==> src/rtl/eeb_pkg.sv <==
package eeb_pkg;

  typedef enum logic [2:0] {
    PH_IDLE,
    PH_SEL,
    PH_ADDR,
    PH_WDATA,
    PH_RDATA,
    PH_RWAIT
  } phase_t;

  // select byte: fixed code in [7:4], pin-compared bit in [3]
  function automatic logic sel_match(input logic [7:0] b, input logic [3:0] code,
                                     input logic pin);
    return (b[7:4] == code) && (b[3] == pin);
  endfunction

endpackage

==> src/rtl/eeb_line_sync.sv <==
module eeb_line_sync #(
  parameter int STAGES = 2
) (
  input  logic clk,
  input  logic rst_n,
  input  logic scl_raw,
  input  logic sda_raw,
  output logic scl_s,
  output logic sda_s,
  output logic scl_rise,
  output logic scl_fall,
  output logic start_ev,
  output logic stop_ev
);
  localparam int LINES = 2;

  logic [LINES-1:0] raw_v;
  logic [LINES-1:0] synced;
  logic [LINES-1:0] prev;

  assign raw_v = {sda_raw, scl_raw};

  for (genvar g = 0; g < LINES; g++) begin : g_line
    logic [STAGES-1:0] chain;
    always_ff @(posedge clk or negedge rst_n) begin
      if (!rst_n) chain <= '1;
      else        chain <= {chain[STAGES-2:0], raw_v[g]};
    end
    assign synced[g] = chain[STAGES-1];
  end

  always_ff @(posedge clk or negedge rst_n) begin
    if (!rst_n) prev <= '1;
    else        prev <= synced;
  end

  assign scl_s    = synced[0];
  assign sda_s    = synced[1];
  assign scl_rise = synced[0] & ~prev[0];
  assign scl_fall = ~synced[0] & prev[0];
  assign start_ev = synced[0] & prev[0] & prev[1] & ~synced[1];
  assign stop_ev  = synced[0] & prev[0] & ~prev[1] & synced[1];

endmodule

==> src/rtl/eeb_addr_ctr.sv <==
module eeb_addr_ctr #(
  parameter int ADDR_W = 10,
  parameter int PAGE_W = 4
) (
  input  logic              clk,
  input  logic              rst_n,
  input  logic              ld,
  input  logic [ADDR_W-1:0] ld_val,
  input  logic              step_seq,
  input  logic              step_page,
  output logic [ADDR_W-1:0] cur
);
  localparam logic [ADDR_W-1:0] TOP_ADDR = '1;

  function automatic logic [ADDR_W-1:0] seq_next(input logic [ADDR_W-1:0] a);
    return a + ADDR_W'(1);
  endfunction

  function automatic logic [ADDR_W-1:0] page_next(input logic [ADDR_W-1:0] a);
    logic [PAGE_W-1:0] low;
    low = a[PAGE_W-1:0] + PAGE_W'(1);
    return {a[ADDR_W-1:PAGE_W], low};
  endfunction

  always_ff @(posedge clk or negedge rst_n) begin
    if (!rst_n)         cur <= '0;
    else if (ld)        cur <= ld_val;
    else if (step_seq)  cur <= seq_next(cur);
    else if (step_page) cur <= page_next(cur);
  end

  assert_seq_wrap_R8: assert property (@(posedge clk) disable iff (!rst_n)
    (step_seq && !ld && cur == TOP_ADDR) |=> (cur == '0));

  assert_page_hold_R6: assert property (@(posedge clk) disable iff (!rst_n)
    (step_page && !ld && !step_seq) |=> (cur[ADDR_W-1:PAGE_W] == $past(cur[ADDR_W-1:PAGE_W])));

endmodule

==> src/rtl/eeb_protocol.sv <==
module eeb_protocol
  import eeb_pkg::*;
#(
  parameter int          ADDR_W   = 10,
  parameter logic [3:0]  DEV_CODE = 4'b1010
) (
  input  logic              clk,
  input  logic              rst_n,
  input  logic              scl_s,
  input  logic              sda_s,
  input  logic              scl_rise,
  input  logic              scl_fall,
  input  logic              start_ev,
  input  logic              stop_ev,
  input  logic              sel_pin,
  input  logic              wr_protect,
  input  logic              prog_busy,
  input  logic [ADDR_W-1:0] cur_addr,
  input  logic [7:0]        rd_data,
  output logic              sda_pull,
  output logic              ld,
  output logic [ADDR_W-1:0] ld_val,
  output logic              step_seq,
  output logic              step_page,
  output logic              wr_en,
  output logic [ADDR_W-1:0] wr_addr,
  output logic [7:0]        wr_data
);
  localparam int         HI_W     = ADDR_W - 8;
  localparam logic [3:0] DATA_END = 4'd8;
  localparam logic [3:0] ACK_END  = 4'd9;

  phase_t            phase, nxt;
  logic [3:0]        cnt;
  logic [7:0]        shreg, tx;
  logic [HI_W-1:0]   hi;
  logic              tx_go, pull, wr_en_q;
  logic [ADDR_W-1:0] wr_addr_q;
  logic [7:0]        wr_data_q;

  // named events
  logic active, fall_ack, fall_end, sel_ok, sel_rd, sel_refused;
  logic tx_load, wr_fire, ld_addr, tx_shift;

  assign active      = (phase != PH_IDLE) && (phase != PH_RWAIT);
  assign fall_ack    = active && scl_fall && (cnt == DATA_END);
  assign fall_end    = active && scl_fall && (cnt == ACK_END);
  assign sel_ok      = sel_match(shreg, DEV_CODE, sel_pin);
  assign sel_rd      = shreg[0];
  assign sel_refused = !sel_ok || (!sel_rd && prog_busy);
  assign ld_addr     = fall_ack && (phase == PH_ADDR);
  assign wr_fire     = fall_ack && (phase == PH_WDATA) && !wr_protect;
  assign tx_load     = fall_end && (nxt == PH_RDATA) && tx_go;
  assign tx_shift    = active && scl_fall && (phase == PH_RDATA) &&
                       (cnt != 4'd0) && (cnt < DATA_END);

  always_ff @(posedge clk or negedge rst_n) begin
    if (!rst_n) begin
      phase     <= PH_IDLE;
      nxt       <= PH_IDLE;
      cnt       <= '0;
      shreg     <= '0;
      tx        <= '0;
      hi        <= '0;
      tx_go     <= 1'b0;
      pull      <= 1'b0;
      wr_en_q   <= 1'b0;
      wr_addr_q <= '0;
      wr_data_q <= '0;
    end else begin
      wr_en_q <= wr_fire;
      if (wr_fire) begin
        wr_addr_q <= cur_addr;
        wr_data_q <= shreg;
      end
      if (start_ev) begin
        phase <= PH_SEL;
        cnt   <= '0;
        pull  <= 1'b0;
        tx_go <= 1'b0;
      end else if (stop_ev) begin
        phase <= PH_IDLE;
        pull  <= 1'b0;
      end else if (active) begin
        if (scl_rise) begin
          if (cnt < DATA_END) shreg <= {shreg[6:0], sda_s};
          else if (cnt == DATA_END && phase == PH_RDATA) tx_go <= ~sda_s;
          if (cnt != ACK_END) cnt <= cnt + 4'd1;
        end else if (fall_ack) begin
          unique case (phase)
            PH_SEL: begin
              if (sel_refused) begin
                phase <= PH_IDLE;
                pull  <= 1'b0;
              end else begin
                pull  <= 1'b1;
                tx_go <= sel_rd;
                nxt   <= sel_rd ? PH_RDATA : PH_ADDR;
                if (!sel_rd) hi <= shreg[HI_W:1];
              end
            end
            PH_ADDR: begin
              pull <= 1'b1;
              nxt  <= PH_WDATA;
            end
            PH_WDATA: begin
              pull <= !wr_protect;
              nxt  <= PH_WDATA;
            end
            default: begin
              pull <= 1'b0;
              nxt  <= PH_RDATA;
            end
          endcase
        end else if (fall_end) begin
          cnt <= '0;
          if (tx_load) begin
            tx    <= rd_data;
            pull  <= ~rd_data[7];
            phase <= PH_RDATA;
          end else begin
            pull  <= 1'b0;
            phase <= (nxt == PH_RDATA) ? PH_RWAIT : nxt;
          end
        end else if (tx_shift) begin
          tx   <= {tx[6:0], 1'b0};
          pull <= ~tx[6];
        end
      end
    end
  end

  assign sda_pull  = pull;
  assign ld        = ld_addr;
  assign ld_val    = {hi, shreg};
  assign step_seq  = tx_load;
  assign step_page = wr_fire;
  assign wr_en     = wr_en_q;
  assign wr_addr   = wr_addr_q;
  assign wr_data   = wr_data_q;

  assert_pull_scl_low_R3: assert property (@(posedge clk) disable iff (!rst_n)
    !$stable(sda_pull) |-> !scl_s);

  assert_idle_silent_R2: assert property (@(posedge clk) disable iff (!rst_n)
    (phase == PH_IDLE) |-> !sda_pull);

  assert_wr_pulse_R5: assert property (@(posedge clk) disable iff (!rst_n)
    wr_en |=> !wr_en);

  assert_wp_no_write_R7: assert property (@(posedge clk) disable iff (!rst_n)
    wr_en |-> !$past(wr_protect));

  assert_busy_refuse_R12: assert property (@(posedge clk) disable iff (!rst_n)
    (fall_ack && phase == PH_SEL && !shreg[0] && prog_busy) |=> !sda_pull);

  assert_start_keeps_addr_R11: assert property (@(posedge clk) disable iff (!rst_n)
    start_ev |=> $stable(cur_addr));

endmodule

==> src/rtl/serial_mem_slave.sv <==
module serial_mem_slave #(
  parameter int         ADDR_W      = 10,
  parameter int         PAGE_W      = 4,
  parameter int         SYNC_STAGES = 2,
  parameter logic [3:0] DEV_CODE    = 4'b1010
) (
  input  logic              clk,
  input  logic              rst_n,
  input  logic              scl_in,
  input  logic              sda_in,
  output logic              sda_pull,
  input  logic              sel_pin,
  input  logic              wr_protect,
  input  logic              prog_busy,
  output logic [ADDR_W-1:0] mem_rd_addr,
  input  logic [7:0]        mem_rd_data,
  output logic              mem_wr_en,
  output logic [ADDR_W-1:0] mem_wr_addr,
  output logic [7:0]        mem_wr_data
);
  logic              scl_s, sda_s, scl_rise, scl_fall, start_ev, stop_ev;
  logic              ld, step_seq, step_page;
  logic [ADDR_W-1:0] ld_val, cur_addr;

  eeb_line_sync #(.STAGES(SYNC_STAGES)) i_sync (
    .clk      (clk),
    .rst_n    (rst_n),
    .scl_raw  (scl_in),
    .sda_raw  (sda_in),
    .scl_s    (scl_s),
    .sda_s    (sda_s),
    .scl_rise (scl_rise),
    .scl_fall (scl_fall),
    .start_ev (start_ev),
    .stop_ev  (stop_ev)
  );

  eeb_protocol #(.ADDR_W(ADDR_W), .DEV_CODE(DEV_CODE)) i_proto (
    .clk        (clk),
    .rst_n      (rst_n),
    .scl_s      (scl_s),
    .sda_s      (sda_s),
    .scl_rise   (scl_rise),
    .scl_fall   (scl_fall),
    .start_ev   (start_ev),
    .stop_ev    (stop_ev),
    .sel_pin    (sel_pin),
    .wr_protect (wr_protect),
    .prog_busy  (prog_busy),
    .cur_addr   (cur_addr),
    .rd_data    (mem_rd_data),
    .sda_pull   (sda_pull),
    .ld         (ld),
    .ld_val     (ld_val),
    .step_seq   (step_seq),
    .step_page  (step_page),
    .wr_en      (mem_wr_en),
    .wr_addr    (mem_wr_addr),
    .wr_data    (mem_wr_data)
  );

  eeb_addr_ctr #(.ADDR_W(ADDR_W), .PAGE_W(PAGE_W)) i_actr (
    .clk       (clk),
    .rst_n     (rst_n),
    .ld        (ld),
    .ld_val    (ld_val),
    .step_seq  (step_seq),
    .step_page (step_page),
    .cur       (cur_addr)
  );

  assign mem_rd_addr = cur_addr;

endmodule

==> config.mk <==
export PLATFORM = sky130hd
export DESIGN_NAME = serial_mem_slave
export DESIGN_NICKNAME = d
export VERILOG_FILES = /design/src/rtl/eeb_pkg.sv /design/src/rtl/eeb_line_sync.sv /design/src/rtl/eeb_addr_ctr.sv /design/src/rtl/eeb_protocol.sv /design/src/rtl/serial_mem_slave.sv
export SDC_FILE = /design/constraint.sdc
export NUM_CORES = 1
export LEC_CHECK = 0
export BUFFER_PORTS_ARGS = -buffer_cell sky130_fd_sc_hd__buf_2
export CORE_MARGIN = 1
export CORE_UTILIZATION = 35
export DETAILED_ROUTE_END_ITERATION = 8
export PLACE_DENSITY = 0.56
export SKIP_LAST_GASP = 1
export SYNTH_ARGS = -nofsm -noshare
export SYNTH_HDL_FRONTEND = slang
export SYNTH_SLANG_ARGS = --single-unit
==> constraint.sdc <==
create_clock -name clk -period 2.26 [get_ports clk]
set_input_delay 0.452 -clock clk [delete_from_list [all_inputs] [get_ports clk]]
set_output_delay 0.452 -clock clk [all_outputs]
set_load 0.01 [all_outputs]
==> results of run 1 <==
## logic make-up after synthesis
| kind of cell | count (synthesis) | share of synthesized area |
|---|---|---|
| AND/OR/NAND/NOR | 86 | 0.155 |
| AO/OA/AOI/OAI | 66 | 0.146 |
| flip-flops | 64 | 0.493 |
| multiplexers | 30 | 0.122 |
| buffers and inverters | 23 | 0.0383 |
| XOR/XNOR | 11 | 0.0295 |
| adder cells (fa/ha/maj) | 4 | 0.0153 |
## final cells by class
cell class,count,area share
Sequential cell,64,0.415
Multi-Input combinational cell,197,0.397
Timing Repair Buffer,62,0.0949
Tap cell,108,0.0349
Clock buffer,9,0.0320
Clock inverter,6,0.0158
Inverter,11,0.0107
## final timing paths
check	startpoint	end	slack [ps]	cells after the start
max	i_proto.cnt[1]$_DFFE_PN0P_	i_proto.wr_data[3]$_DFFE_PN0P_	60	6
min	rst_n	i_proto.wr_en$_DFF_PN0_	90	2
max reg2reg	i_proto.cnt[1]$_DFFE_PN0P_	i_proto.wr_data[3]$_DFFE_PN0P_	60	6
min reg2reg	i_sync.g_line[1].chain[0]$_DFF_PN1_	i_sync.g_line[1].chain[1]$_DFF_PN1_	360	0
max in group asynchronous	rst_n	i_sync.prev[0]$_DFF_PN1_	1810	2
min in group clk	scl_in	i_sync.g_line[0].chain[0]$_DFF_PN1_	200	1
## power by group through the flow
stage	clock network (mW)	registers [mW]	logic, mW
global placement	0	1.49	0.705
detailed placement	0	1.50	0.715
finish	0.950	1.47	0.711
CTS	0.985	1.48	0.718
global route	1.03	1.50	0.796
floorplan	0	1.43	0.485
## state kept, by name, summed over array words and instances (netlist names)
signal               count
i_actr.cur              10
i_proto.phase            3
i_sync.prev              2
i_proto.tx_go            1
i_proto.cnt              4
i_proto.shreg            8
i_sync.g_line.chain      4
i_proto.tx               7
i_proto.nxt              3
i_proto.hi               2
i_proto.wr_addr         10
i_proto.wr_data          8
i_proto.sda_pull         1
i_proto.wr_en            1
## cells in the final DEF, fill, tap and decap left out, types with 9 or more instances in the layout
cell / count
nand3_1: 10
clkbuf_8: 9
a21oi_2: 9
buf_4: 17
nor2_1: 14
nand2_1: 16
mux2_4: 17
buf_2: 44
nor2_2: 10
inv_1: 11
o21ai_0: 17
mux2_2: 11
dfrtp_1: 58
## metrics by stage
step                      total power, mW  hold WS [ps]  cells
final                                3.13          85.9    457
after global routing                 3.32           117    457
after CTS                            3.18           109    457
after detailed placement             2.21           347    442
after global placement               2.20           346    442
after floorplan                      1.91           156    284
## worst max-delay path, delay by kind of cell, from the launching register on
family        cells  cell delay [ps]
fa+ha+maj         1              210
buf+inv           1               90
simple gates      3             1030
flops             1              410
mux               1              340
## per-layer routing
layer / vias to the layer above / track usage
li1: 1150 / -
met1: 1162 / 0.205
met2: 52 / 0.268
met3: 14 / 0.0560
met4: 0 / 0.0574
met5: - / 0
## repair_timing
item	CTS	global route
gates resized for setup	0	1
setup buffers	0	0
endpoints found under the setup margin	0	13
==> reports/metrics.yaml, run 1 <==
status:
  status: "finished clean"
worst_setup_path:
  slowest_delay_ps: 540
  cp_max_fo: 20
  critPathKind: "flop to flop"
  cp.arrival_ps: 2420
  crit_required_ps: 2490
  end_kind: "flop"
  crit_path_cell_trace: "inv_1 > ha_1 > nand3b_4 > or4b_4 > or2_4 > mux2_4"
  crit_path_top_delay_cell: "or4b_4"
  critPathLaunchType: "flop"
power:
  p_leak_nw: 1.84
  sw_frac_of_total: 0.321
  ir_drop_uv: 422
  seqPwrFrac: 0.470
  combPwrFrac: 0.227
  power_density_nw_per_um2: 808
  p_sw_mw: 1.01
  power_frac_clock: 0.303
  internal_power_mw: 2.13
cells_and_area:
  fillers: 883
  drive_above_1_share: 0.407
  final_cell_area_um2: 3880
  seqCellArea_um2: 1610
  diodes: 0
  utilization: 0.436
  syn_to_final_growth_pct: 18.7
  final_nets: 364
  multi_input_area_um2: 1540
timing:
  finalSetupViolCount: 0
  period_needed_ps: 2200
  hold_violations: 0
  final.period_utilization: 0.972
  rsz0062_at_grt: "true"
  skew_ps: 11.6
  fmax_mhz: 455
  fin_setup_tns_ps: 0
  slew_viol_final: 0
  setup_ws_ps: 63.0
  timing.slew.headroom: 0.632
  worst_pin_slew_ps: 550
placement:
  pre_cts_ws_ps: 63.0
  portBuffers: 44
  gpl.final_weighted_congestion: 0.864
  place_area_um2: 3680
  dp_hpwl_um: 5260
global_routing:
  antenna_found_initial: 0
  grt_pass1_vias: 2405
  track_usage: 0.165
  grt_pass1_wl_um: 12300
  grt_max_degree: 65
  grt_overflow_total: 0
drt:
  wl_per_cell_um: 15.8
  routed_wl_um: 7220
  num_vias: 2378
  met1_length_um: 3260
  ant_nets: 0
  drt_first_pass_iters: 4
  wl_met3_um: 287
  route.met2.wl_um: 3480
  drt_iter0_drc: 91
  viasPerCell: 5.20
  top_layer: "met4"
  drc: 0
synth:
  ys_seq_elements: 64
  synthFlopType: "dfrtp_1"
  synth_edf_count: 0
  synth_async_sr_flop_share: 1.00
  netlist_top_cells_area: "dfrtp_1 44%, mux2_4 7.8%, dfstp_2 4.8%"
  synth_top_area_share: 0.445
  synth_cell_types: 57
  syn_nets: 303
  synth.most_common_cell: "dfrtp_1"
  synth_commonest_cells: "58 x dfrtp_1, 17 x mux2_4, 17 x o21ai_0"
  syn_inst: 284
  ys_seq_area_frac: 0.493
  avgSynthCellArea_um2: 11.5
  synth_area_um2: 3260
  ys.warnings.count: 0
  synth_top_area_cell: "dfrtp_1"
clock_network:
  ctsHoldBuffers: 0
  clk_pin_slew_ps: 70
  clk_path_buf_depth: 2
  clk_latency_ps: 350
  cts_made_buffers: 9
  cts-htree-levels: 3
  clockRootBuffer: "clkbuf_8"
  cts.sinks: 64
  cts_tree: "done"
die:
  rows: 34
  start_util: 0.367
  io_pins: 45
  die_w_um: 98.6
  core_area_um2: 8890
  die_h_um: 98.6
  die-area_um2: 9720
flow_run:
  max_cap_viol_count: 0
worst_hold_path:
  hold_path_class: "input port to async pin"
No activity file was read; power rests on OpenSTA's default activity.
==> run 2, diff against run 1 <==
--- a/config.mk
+++ b/config.mk
@@ -7,9 +7,10 @@
 export LEC_CHECK = 0
 export BUFFER_PORTS_ARGS = -buffer_cell sky130_fd_sc_hd__buf_2
 export CORE_MARGIN = 1
-export CORE_UTILIZATION = 35
+export CORE_UTILIZATION = 25
 export DETAILED_ROUTE_END_ITERATION = 8
-export PLACE_DENSITY = 0.56
+export MAX_ROUTING_LAYER = met4
+export PLACE_DENSITY = 0.44
 export SKIP_LAST_GASP = 1
 export SYNTH_ARGS = -nofsm -noshare
 export SYNTH_HDL_FRONTEND = slang
==> run 2 against run 1 <==
  * Register-to-register slack improved by 40 ps
  * Critical path depth unchanged
  * Worst setup slack improved by 44 ps
  * Flip-flop and latch count unchanged
  * Sequential power about the same
  * Sequential share of layout area decreased by 2.0 points
  * Clock power increased by 35%
  * Largest cell class unchanged
  * Combinational power increased by 3.1%
==> reports/metrics.yaml, run 2 (same netlist as run 1, synthesis figures left out) <==
clock_network:
  clk_latency_ps: 330  # -20 ps
  cts_made_buffers: 9  # unchanged
  clk_pin_slew_ps: 50  # -20 ps
  ctsHoldBuffers: 0  # unchanged
  cts_tree: "done"
  clockRootBuffer: "clkbuf_16"
  cts-htree-levels: 3  # unchanged
  clk_path_buf_depth: 2  # unchanged
  cts.sinks: 64  # unchanged
worst_setup_path:
  startpoint: "i_proto.cnt[1]$_DFFE_PN0P_"
  end_kind: "flop"
  cp_max_fo: 10  # -50%
  critPathLaunchType: "flop"
  slowest_delay_ps: 560  # +20 ps
  crit_path_top_delay_cell: "or4b_4"
  ff2ff_setup_slack_ps: 110  # +40 ps
  crit_path_cell_trace: "inv_1 > ha_1 > nand3b_4 > or4b_4 > or2_4 > mux2_4"
  worst-path-buf-inv: 1  # unchanged
  crit_required_ps: 2470  # -20 ps
  cp_top_family: "simple AND/OR/NAND/NOR gates"
  critPathKind: "flop to flop"
  cp.arrival_ps: 2370  # -50 ps
  r2r-start: "i_proto.cnt[1]$_DFFE_PN0P_"
placement:
  dp_hpwl_um: 5930  # +13%
  place_area_um2: 3790  # +2.9%
  place_inst: 508  # +15%
  gpl.final_weighted_congestion: 0.853  # -1.2%
  portBuffers: 44  # unchanged
cells_and_area:
  final_nets: 367  # +0.82%
  final_cell_area_um2: 4080  # +5.1%
  utilization: 0.322  # -0.114
  final_cell_count_no_fill: 525  # +15%
  syn_to_final_growth_pct: 24.8
  layout_commonest_cell: "dfrtp_1"
  drive_above_1_share: 0.411  # +0.00389
  final_cell_mix: "58 x dfrtp_1, 44 x buf_2, 18 x buf_4"
  diodes: 0  # unchanged
global_routing:
  grt_pass1_vias: 2385  # -0.83%
  grt_overflow_total: 0  # unchanged
  grt_max_degree: 26  # -60%
  grt_pass1_wl_um: 13100  # +6.8%
  antenna_found_initial: 0  # unchanged
  track_usage: 0.135  # -0.0297
die:
  start_util: 0.258  # -0.110
  io_pins: 45  # unchanged
  die_w_um: 116  # +18%
  die-area_um2: 13500  # +39%
  die_h_um: 116  # +18%
  rows: 41  # +21%
  core_area_um2: 12700  # +43%
timing:
  slew_viol_final: 0  # unchanged
  fin_setup_tns_ps: 0  # unchanged
  rsz0062_at_grt: "false"
  final.period_utilization: 0.953  # -0.0193
  timing.slew.headroom: 0.607  # -0.0257
  hold_violations: 0  # unchanged
  timing.hold.ws_ps: 128  # +42.3 ps
  period_needed_ps: 2150  # -43.7 ps
  worst_pin_slew_ps: 590  # +40.3 ps
  finalSetupViolCount: 0  # unchanged
  fmax_mhz: 464  # +2.0%
  skew_ps: 4.15  # -7.45 ps
drt:
  drc: 0  # unchanged
  viasPerCell: 4.58  # -12%
  routed_wl_um: 8170  # +13%
  num_vias: 2406  # +1.2%
  wl_per_cell_um: 15.6  # -1.4%
  ant_nets: 0  # unchanged
  drt_iter0_drc: 168  # +85%
  drt_first_pass_iters: 4  # unchanged
status:
  status: "finished clean"
worst_hold_path:
  hold_path_class: "input port to async pin"
flow_run:
  max_cap_viol_count: 0  # unchanged
power:
  p_leak_nw: 1.89  # +2.7%
  power_density_nw_per_um2: 857  # +6.1%
  ir_drop_uv: 346  # -18%
==> run 2: what timing repair did <==
action	CTS	global route
resized for setup	0	1
buffers inserted	0	0
endpoints found under the setup margin	0	17
==> run 2: where the power goes <==
part	internal, mW	leakage (nW)	total (mW)	switching [mW]
combinational	0.345	0.982	0.733	0.388
clock	0.768	0.128	1.28	0.517
sequential	1.29	0.781	1.47	0.186
total	2.40	1.89	3.49	1.09
==> run 2: path summary, 6_finish.rpt <==
path,end,cells past startpoint
min in group clk,i_sync.g_line[1].chain[0]$_DFF_PN1_,1
max in group asynchronous,i_proto.shreg[3]$_DFFE_PN0P_,2
hold / removal,i_proto.wr_data[0]$_DFFE_PN0P_,1
hold reg to reg,i_sync.g_line[0].chain[1]$_DFF_PN1_,0
setup reg to reg,i_proto.wr_addr[6]$_DFFE_PN0P_,6
setup / recovery,i_proto.wr_addr[6]$_DFFE_PN0P_,6
==> run 2: through the flow <==
stage | power, mW | worst slack (ps)
finish | 3.49 | 107
global route | 3.70 | 32.3
CTS | 3.54 | 62.1
detailed placement | 2.23 | 69.2
global placement | 2.22 | 90.7
floorplan | 1.91 | 77.4
==> run 2: layout make-up <==
class,instances,area (µm²)
Fill cell,1323,8600
Clock buffer,11,243
Clock inverter,5,32.5
Sequential cell,64,1610
Timing Repair Buffer,64,395
Tap cell,172,215
Inverter,11,41.3
Multi-Input combinational cell,198,1540
==> run 2: per-layer routing <==
metal / part of all wire / track usage / vias up
met1: 0.47 / 0.164 / 1188
met3: 0.038 / 0.0394 / 10
met5: 0 / - / -
met2: 0.48 / 0.214 / 51
li1: - / - / 1157
met4: 0.013 / 0.0436 / 0
